### config.mk
export PLATFORM = sky130hd
export DESIGN_NAME = comma_search_ctrl
export DESIGN_NICKNAME = d
export VERILOG_FILES = /design/src/rtl/csc_pkg.sv /design/src/rtl/csc_idle_match.sv /design/src/rtl/csc_run_counter.sv /design/src/rtl/comma_search_ctrl.sv
export SDC_FILE = /design/constraint.sdc
export NUM_CORES = 1
export LEC_CHECK = 0
export BUFFER_PORTS_ARGS = -buffer_cell sky130_fd_sc_hd__buf_2
export CORE_AREA = 2 2 39 41
export DETAILED_ROUTE_END_ITERATION = 8
export DIE_AREA = 0 0 41 43
export MAX_ROUTING_LAYER = met4
export PLACE_DENSITY = 0.55
export SETUP_SLACK_MARGIN = 0.05
export SYNTH_ARGS = -nofsm -noshare
export SYNTH_HDL_FRONTEND = slang
export SYNTH_HIERARCHICAL = 1
export SYNTH_SLANG_ARGS = --single-unit
export TNS_END_PERCENT = 100
### constraint.sdc
create_clock -name clk -period 5.94 [get_ports clk]
set_clock_uncertainty 0.05 [all_clocks]
set_input_delay 0.594 -clock clk [delete_from_list [all_inputs] [get_ports clk]]
set_output_delay 0.594 -clock clk [all_outputs]
set_load 0.1 [all_outputs]
### src/rtl/csc_pkg.sv
package csc_pkg;

    typedef enum logic [1:0] {
        ST_IDLE    = 2'd0,
        ST_SEARCH  = 2'd1,
        ST_COUNT   = 2'd2,
        ST_ALIGNED = 2'd3
    } csc_state_e;

    typedef struct packed {
        csc_state_e state;
        logic       aligned;
    } csc_ctl_t;

endpackage

### src/rtl/csc_idle_match.sv
module csc_idle_match #(
    parameter int                DATA_W    = 16,
    parameter logic [DATA_W-1:0] IDLE_WORD = 16'h50BC,
    parameter logic [DATA_W-1:0] IDLE_MASK = '1
) (
    input  logic [DATA_W-1:0] word_i,
    output logic              hit_o
);

    localparam bit FULL_MASK = (IDLE_MASK == {DATA_W{1'b1}});

    generate
        if (FULL_MASK) begin : g_exact
            assign hit_o = (word_i == IDLE_WORD);
        end else begin : g_masked
            assign hit_o = ((word_i & IDLE_MASK) == (IDLE_WORD & IDLE_MASK));
        end
    endgenerate

endmodule

### src/rtl/csc_run_counter.sv
module csc_run_counter #(
    parameter int RUN = 7,
    localparam int CW = $clog2(RUN + 1)
) (
    input  logic          clk,
    input  logic          rst,
    input  logic          inc_i,
    output logic          done_o,
    output logic [CW-1:0] count_o
);

    logic [CW-1:0] cnt_d, cnt_q;

    always_comb begin
        cnt_d = cnt_q;
        if (!inc_i) begin
            cnt_d = '0;
        end else if (cnt_q == CW'(RUN - 1)) begin
            cnt_d = '0;
        end else begin
            cnt_d = cnt_q + 1'b1;
        end
    end

    always_ff @(posedge clk) begin
        if (rst) cnt_q <= '0;
        else     cnt_q <= cnt_d;
    end

    assign done_o  = inc_i && (cnt_q == CW'(RUN - 1));
    assign count_o = cnt_q;


    run_cap_chk: assert property (@(posedge clk) disable iff (rst)
        cnt_q < CW'(RUN));


    run_clear_chk: assert property (@(posedge clk) disable iff (rst)
        !inc_i |=> cnt_q == '0);

endmodule

### src/rtl/comma_search_ctrl.sv
module comma_search_ctrl
    import csc_pkg::*;
#(
    parameter int                DATA_W    = 16,
    parameter logic [DATA_W-1:0] IDLE_WORD = 16'h50BC,
    parameter logic [DATA_W-1:0] IDLE_MASK = '1,
    parameter int                IDLE_RUN  = 7
) (
    input  logic              clk,
    input  logic              rst,
    input  logic              search_arm,
    input  logic              link_up,
    input  logic [DATA_W-1:0] rx_word,
    output logic              plus_comma_en,
    output logic              minus_comma_en,
    output logic              aligned
);

    localparam int CNT_W = $clog2(IDLE_RUN + 1);

    csc_ctl_t        ctl_d, ctl_q;
    logic            idle_hit;
    logic            run_inc;
    logic            run_done;
    logic [CNT_W-1:0] run_count;

    csc_idle_match #(
        .DATA_W    (DATA_W),
        .IDLE_WORD (IDLE_WORD),
        .IDLE_MASK (IDLE_MASK)
    ) u_match (
        .word_i (rx_word),
        .hit_o  (idle_hit)
    );

    assign run_inc = search_arm && link_up && idle_hit && (ctl_q.state == ST_COUNT);

    csc_run_counter #(
        .RUN (IDLE_RUN)
    ) u_run (
        .clk     (clk),
        .rst     (rst),
        .inc_i   (run_inc),
        .done_o  (run_done),
        .count_o (run_count)
    );

    always_comb begin
        ctl_d = ctl_q;
        if (!search_arm) begin
            ctl_d.state = ST_IDLE;
        end else begin
            unique case (ctl_q.state)
                ST_IDLE:    ctl_d.state = ST_SEARCH;
                ST_SEARCH:  if (link_up) ctl_d.state = ST_COUNT;
                ST_COUNT: begin
                    if (!link_up)      ctl_d.state = ST_SEARCH;
                    else if (run_done) ctl_d.state = ST_ALIGNED;
                end
                ST_ALIGNED: ctl_d.state = ST_ALIGNED;
                default:    ctl_d.state = ST_IDLE;
            endcase
        end
        ctl_d.aligned = (ctl_d.state == ST_ALIGNED);
    end

    always_ff @(posedge clk) begin
        if (rst) begin
            ctl_q.state   <= ST_IDLE;
            ctl_q.aligned <= 1'b0;
        end else begin
            ctl_q <= ctl_d;
        end
    end

    assign aligned        = ctl_q.aligned;
    assign plus_comma_en  = search_arm && !ctl_q.aligned;
    assign minus_comma_en = search_arm && !ctl_q.aligned;


    align_rise_chk: assert property (@(posedge clk) disable iff (rst)
        $rose(aligned) |-> $past(link_up) && $past(idle_hit) && $past(search_arm));


    disarm_chk: assert property (@(posedge clk) disable iff (rst)
        !search_arm |=> !aligned);


    latch_chk: assert property (@(posedge clk) disable iff (rst)
        (aligned && search_arm) |=> aligned);


    link_loss_chk: assert property (@(posedge clk) disable iff (rst)
        (search_arm && !link_up && ctl_q.state == ST_COUNT) |=> ctl_q.state == ST_SEARCH);


    no_count_early_chk: assert property (@(posedge clk) disable iff (rst)
        (ctl_q.state == ST_SEARCH) |=> run_count == '0);

endmodule

======== Word level (Yosys, flattened, before mapping) ========
Index checks and enable logic that the tools add are counted.
cells by class
  $add $sub $neg .......................... 1
  $mul .................................... 0
  divide/modulo/power cells ............... 0
  magnitude comparators ................... 0
  eq/ne operators ......................... 6
  shift operators ......................... 0
  mux-type cells .......................... 5
  bitwise gates (word level) .............. 1
  reduce and logical (&&, ||, !) cells .... 8
operator list
  operator                number
  $eq A16 B15 Y1 const B  1
  $mux W2                 4
  $pmux W2 S4             1
  $eq A2 B2 Y1 const B    3
  $logic_and A1 B1 Y1     5
  $add A3 B1 Y3 const B   1
  $eq A3 B3 Y1 const B    1
  $reduce_or A3 Y1        1
  $eq A2 B1 Y1 const B    1
  $logic_not A2 Y1        1
  $logic_not A1 Y1        1
  $not A1 Y1              1
storage, ports and cells
  register bits ........................... 6
  bits in latches ......................... 0
  bits in writable memories ............... 0
  memory bits (read-only) ................. 0
  input bits .............................. 20
  output and inout port bits .............. 3
  word-level logic and storage cells ...... 24
  memories kept ........................... 0

======== Longest topological paths before layout ========
  word-level depth ........................ 9
  gate-level depth with buffers ........... 7
  mapped depth without buffers ............ 7

======== Cells and area by module ========
The synthesis kept the hierarchy.
modules (own cells, without submodules)
  module             instances  cells each  area an instance (um^2)  sequential area each (um^2)
  csc_run_counter    1          13          140.1                    60.1
  comma_search_ctrl  1          16          137.6                    60.1
  csc_idle_match     1          5           52.6                     0.0

======== Worst setup path before layout ========
Ideal clock, no wire load.
  kind .................................... flip-flop to output port
  start ................................... reg, netlist name aligned
  end ..................................... out plus_comma_en
  data arrival time ....................... 2.642 ns
  required time ........................... 5.296 ns
  path slack .............................. 2.654 ns
  cell stages (with the launch flop) ...... 3
  buffers on the path ..................... 1
  path through ............................ dfxtp_1 > nor2b_1 > buf_4
on the way
  longest elaborated chain between the ends .. 2
ends and longest elaborated chain
  what                 RTL line                 source
  $logic_not A1 Y1     --
  $logic_and A1 B1 Y1  --
  to (decl)            comma_search_ctrl.sv:14  output logic plus_comma_en,
Every way passes these cells.

======== Worst setup path in the final report ========
  start ................................... in rx_word[11]
  end ..................................... reg ctl_q[1] (netlist name)
on the way
  longest elaborated chain between the ends .. 8
ends and longest elaborated chain
  what                               RTL line                 source
  from (decl)                        comma_search_ctrl.sv:13  input logic [DATA_W-1:0] rx_word,
  $eq A16 B15 Y1                     csc_idle_match.sv:14     assign hit_o = (word_i == IDLE_WORD);
  via idle_hit                       comma_search_ctrl.sv:22  logic idle_hit;
  $logic_and A1 B1 Y1 (2 in series)  comma_search_ctrl.sv:36  assign run_inc = search_arm && link_up && idle_hit && (ctl_q.state == ST_COUNT);
  via run_inc                        comma_search_ctrl.sv:23  logic run_inc;
  $logic_and A1 B1 Y1                csc_run_counter.sv:30    assign done_o = inc_i && (cnt_q == CW'(RUN - 1));
  via run_done                       comma_search_ctrl.sv:24  logic run_done;
  $mux W2                            comma_search_ctrl.sv:58  else if (run_done) ctl_d.state = ST_ALIGNED;
  $mux W2                            comma_search_ctrl.sv:57  if (!link_up) ctl_d.state = ST_SEARCH;
  $pmux W2 S4                        comma_search_ctrl.sv:53  unique case (ctl_q.state)
  $mux W2                            comma_search_ctrl.sv:50  if (!search_arm) begin
  to (signal assigned)               comma_search_ctrl.sv:72  ctl_q <= ctl_d;
  to (decl)                          comma_search_ctrl.sv:21  csc_ctl_t ctl_d, ctl_q;
The timed path passes the listed nets, and every way through them passes these cells.
A chain may end at the register's enable or synchronous reset.

==> metrics.log <==
INFO  metric run_status = completed
INFO  metric critical_path_arrival = 2.32 ns
INFO  metric post_synthesis_average_cell_area = 9.715 um2
INFO  metric critPathRequiredTime = 6.04 ns
INFO  metric cts-root-buf = sky130_fd_sc_hd__clkbuf_4
INFO  metric detailedRoute.firstPassIterationCount = 4
INFO  metric layout.cells.most_common_list = sky130_fd_sc_hd__buf_2 (22), sky130_fd_sc_hd__dfxtp_1 (6), sky130_fd_sc_hd__nand2b_1 (3), sky130_fd_sc_hd__clkbuf_4 (3)
INFO  metric synth_nets = 56
INFO  metric clock_tree.buffer_depth = 2
INFO  metric routabilityCongestion = 0.7052
INFO  metric antenna_cells = 0
INFO  metric layout-area-overhead-vs-synth = 43.94%
INFO  metric clk_transition_reported_paths = 0.05 ns
INFO  metric synth_area_leaders = sky130_fd_sc_hd__dfxtp_1 (36%), sky130_fd_sc_hd__ha_1 (7.6%), sky130_fd_sc_hd__or4b_1 (6.1%), sky130_fd_sc_hd__nand2b_1 (5.7%), sky130_fd_sc_hd__a211oi_1 (4.5%)
INFO  metric fmax = 451.0 MHz
INFO  metric die_area = 0.001763 mm2
INFO  metric htree_levels = 1
INFO  metric setup_tns = 0 ns
INFO  metric synth_seq_cells = 6
INFO  metric detail_route.iter0.violations = 2
INFO  metric initial_utilization = 23.87%
INFO  metric number_of_library_cell_types_mapped_by_synthesis = 20
INFO  metric initial_antenna_violation_count = 0
INFO  metric grt_usage = 9.701%
INFO  metric drc = 0
INFO  metric via_per_instance_ratio = 4.500
INFO  metric report.final.slew_viol_count = 0
INFO  metric timing.critical_path.to_type = flop
INFO  metric groute.layer.met2.usage = 12.81%
INFO  metric finalHoldViolations = 0
INFO  metric leakage = 0.0002022 uW
INFO  metric detail-route-antenna-nets = 0
INFO  metric numPlacedInstances = 71
INFO  metric grt_remaining_overflow = 0
INFO  metric die_height = 43 um
INFO  metric final_period_minus_worst_setup_slack = 2.217 ns
INFO  metric tritoncts_clock_tree = built
INFO  metric placement.io_buffers = 22
INFO  metric cts_inserted_buffers = 3
INFO  metric synth_sequential_area_ratio = 36.36%
INFO  metric power_per_cell_area = 197.6 mW/mm2
INFO  metric largest_net_degree_at_the_start_of_global_routing = 6
INFO  metric yosys_warn_count = 6
INFO  metric route.detailed.wl_per_inst = 9.027 um
INFO  metric report.final.setup_viol = 0
INFO  metric worst_slew_pin_slew = 0.4828 ns
INFO  metric postCtsResizedCells = 0
INFO  metric worst_skew_pair.late_latency = 0.24 ns
INFO  metric biggest_area_consumer_among_synthesized_cells = sky130_fd_sc_hd__dfxtp_1
INFO  metric placeableCoreArea = 0.001384 mm2
INFO  metric post_route_cells_drive_above_1_share = 46.55%
INFO  metric met1_usage = 9.416%
INFO  metric grt_use_met3 = 4.712%
INFO  metric placement_rows = 14
INFO  metric finalNetCount = 82
INFO  metric synthDominantCellAreaShare = 36.36%
INFO  metric max-vdd-ir-drop = 0.05904 mV
INFO  metric via_count = 333
INFO  metric min-delay-path-class = reg -> reg
INFO  metric final_common_cell = sky130_fd_sc_hd__buf_2
INFO  metric die_x = 41 um
INFO  metric fin_cells = 74
INFO  metric hold_slack = 0.4010 ns
INFO  metric synthCells = 34
INFO  metric layer_with_the_highest_usage = met2
INFO  metric grt_pass1_vias = 289
INFO  metric worstSetupPathType = in -> reg
INFO  metric dp_hpwl = 536.7 um
INFO  metric grt_first_pass_wirelength = 1035 um
INFO  metric max-slew-margin-rel = 68.04%
INFO  metric wirelength = 668 um
INFO  metric max_cap_viol_count = 0
INFO  metric ios = 23
INFO  metric clk_sink_count = 6
INFO  metric mappedNetlistArea = 330.3 um2
INFO  metric post_cts_buffers = 0
INFO  metric timing.final.crit_share = 37.33%
INFO  metric cp-start-kind = input port
INFO  metric worst-path-max-fanout = 2
INFO  metric post_cts_hold_buffer_count = 0
INFO  metric rsz0062_at_grt = no
-- worst paths after layout --
check                        start                to  slack [ns]  cells past startpoint
setup / recovery       rx_word[11]          ctl_q[1]        3.72                      8
hold / removal    u_run/count_o[0]  u_run/count_o[0]        0.40                      1
setup reg to reg          ctl_q[2]          ctl_q[1]        4.56                      5
hold reg to reg   u_run/count_o[0]  u_run/count_o[0]        0.40                      1
-- final cells by class --
class / count / area [um2]
Timing Repair Buffer: 22 / 110.1
Clock buffer: 3 / 22.52
Multi-Input combinational cell: 25 / 195.2
Fill cell: 139 / 908.4
Tap cell: 16 / 20.02
Sequential cell: 6 / 120.1
Inverter: 2 / 7.507
-- power by group --
part           internal, uW  switching (uW)
clock network          22.8            14.5
registers              41.0           0.610
logic                  6.53            8.58
total                  70.3            23.6
-- registers in the layout (all words and copies together) (netlist names) --
name           count
aligned            1
u_run/count_o      3
ctl_q              2
-- per-stage QoR --
step | power, uW | instance area, um2 | setup slack, ns | utilization, %
2_1_floorplan | 50.82 | 330.3 | 2.654 | -
3_3_place_gp | 57.29 | 452.9 | 3.480 | 32.73
3_5_place_dp | 57.44 | 452.9 | 3.453 | 32.73
4_1_cts | 95.38 | 475.5 | 3.710 | 34.36
5_1_grt | 100.7 | 475.5 | 3.563 | 34.36
6_report | 93.96 | 475.5 | 3.723 | 34.36
-- worst max-delay path, cell delays in order --
cell and delay [ns]:
sky130_fd_sc_hd__buf_2 0.09, sky130_fd_sc_hd__or4b_1 0.52, sky130_fd_sc_hd__nor4_2 0.27, sky130_fd_sc_hd__nand2_1 0.07, sky130_fd_sc_hd__nor3_1 0.18, sky130_fd_sc_hd__and3_1 0.20
sky130_fd_sc_hd__and4bb_1 0.21, sky130_fd_sc_hd__a311oi_1 0.18
-- cells in the mapped netlist --
cell type	n
sky130_fd_sc_hd__a21oi_2	1
sky130_fd_sc_hd__nor3_1	2
sky130_fd_sc_hd__a311oi_1	1
sky130_fd_sc_hd__a21oi_1	2
sky130_fd_sc_hd__nor2b_1	1
sky130_fd_sc_hd__a211oi_1	2
sky130_fd_sc_hd__inv_1	2
sky130_fd_sc_hd__dfxtp_1	6
sky130_fd_sc_hd__nand4bb_1	1
sky130_fd_sc_hd__buf_4	1
sky130_fd_sc_hd__ha_1	2
sky130_fd_sc_hd__nand2b_1	3
sky130_fd_sc_hd__and3_1	1
sky130_fd_sc_hd__or3b_1	1
sky130_fd_sc_hd__nand4b_1	1
sky130_fd_sc_hd__nand2_1	2
sky130_fd_sc_hd__or4b_1	2
sky130_fd_sc_hd__o21ai_0	1
sky130_fd_sc_hd__nor4_2	1
sky130_fd_sc_hd__and4bb_1	1
-- logic make-up (layout without fill, tap and decap cells) --
kind of cell,Yosys count,in the layout,synth area share [%]
flops,6,6,36.37
buf+inv,3,27,4.547
simple gates,16,16,37.12
fa+ha+maj,2,2,7.575
compound gates,7,7,14.39
-- per-layer routing --
layer,part of all wire (%),vias to the layer above
met1,44,141
li1,-,175
met4,0,0
met2,47,17
met5,0,-
met3,8.8,0
(Power assumes the default switching activity.)
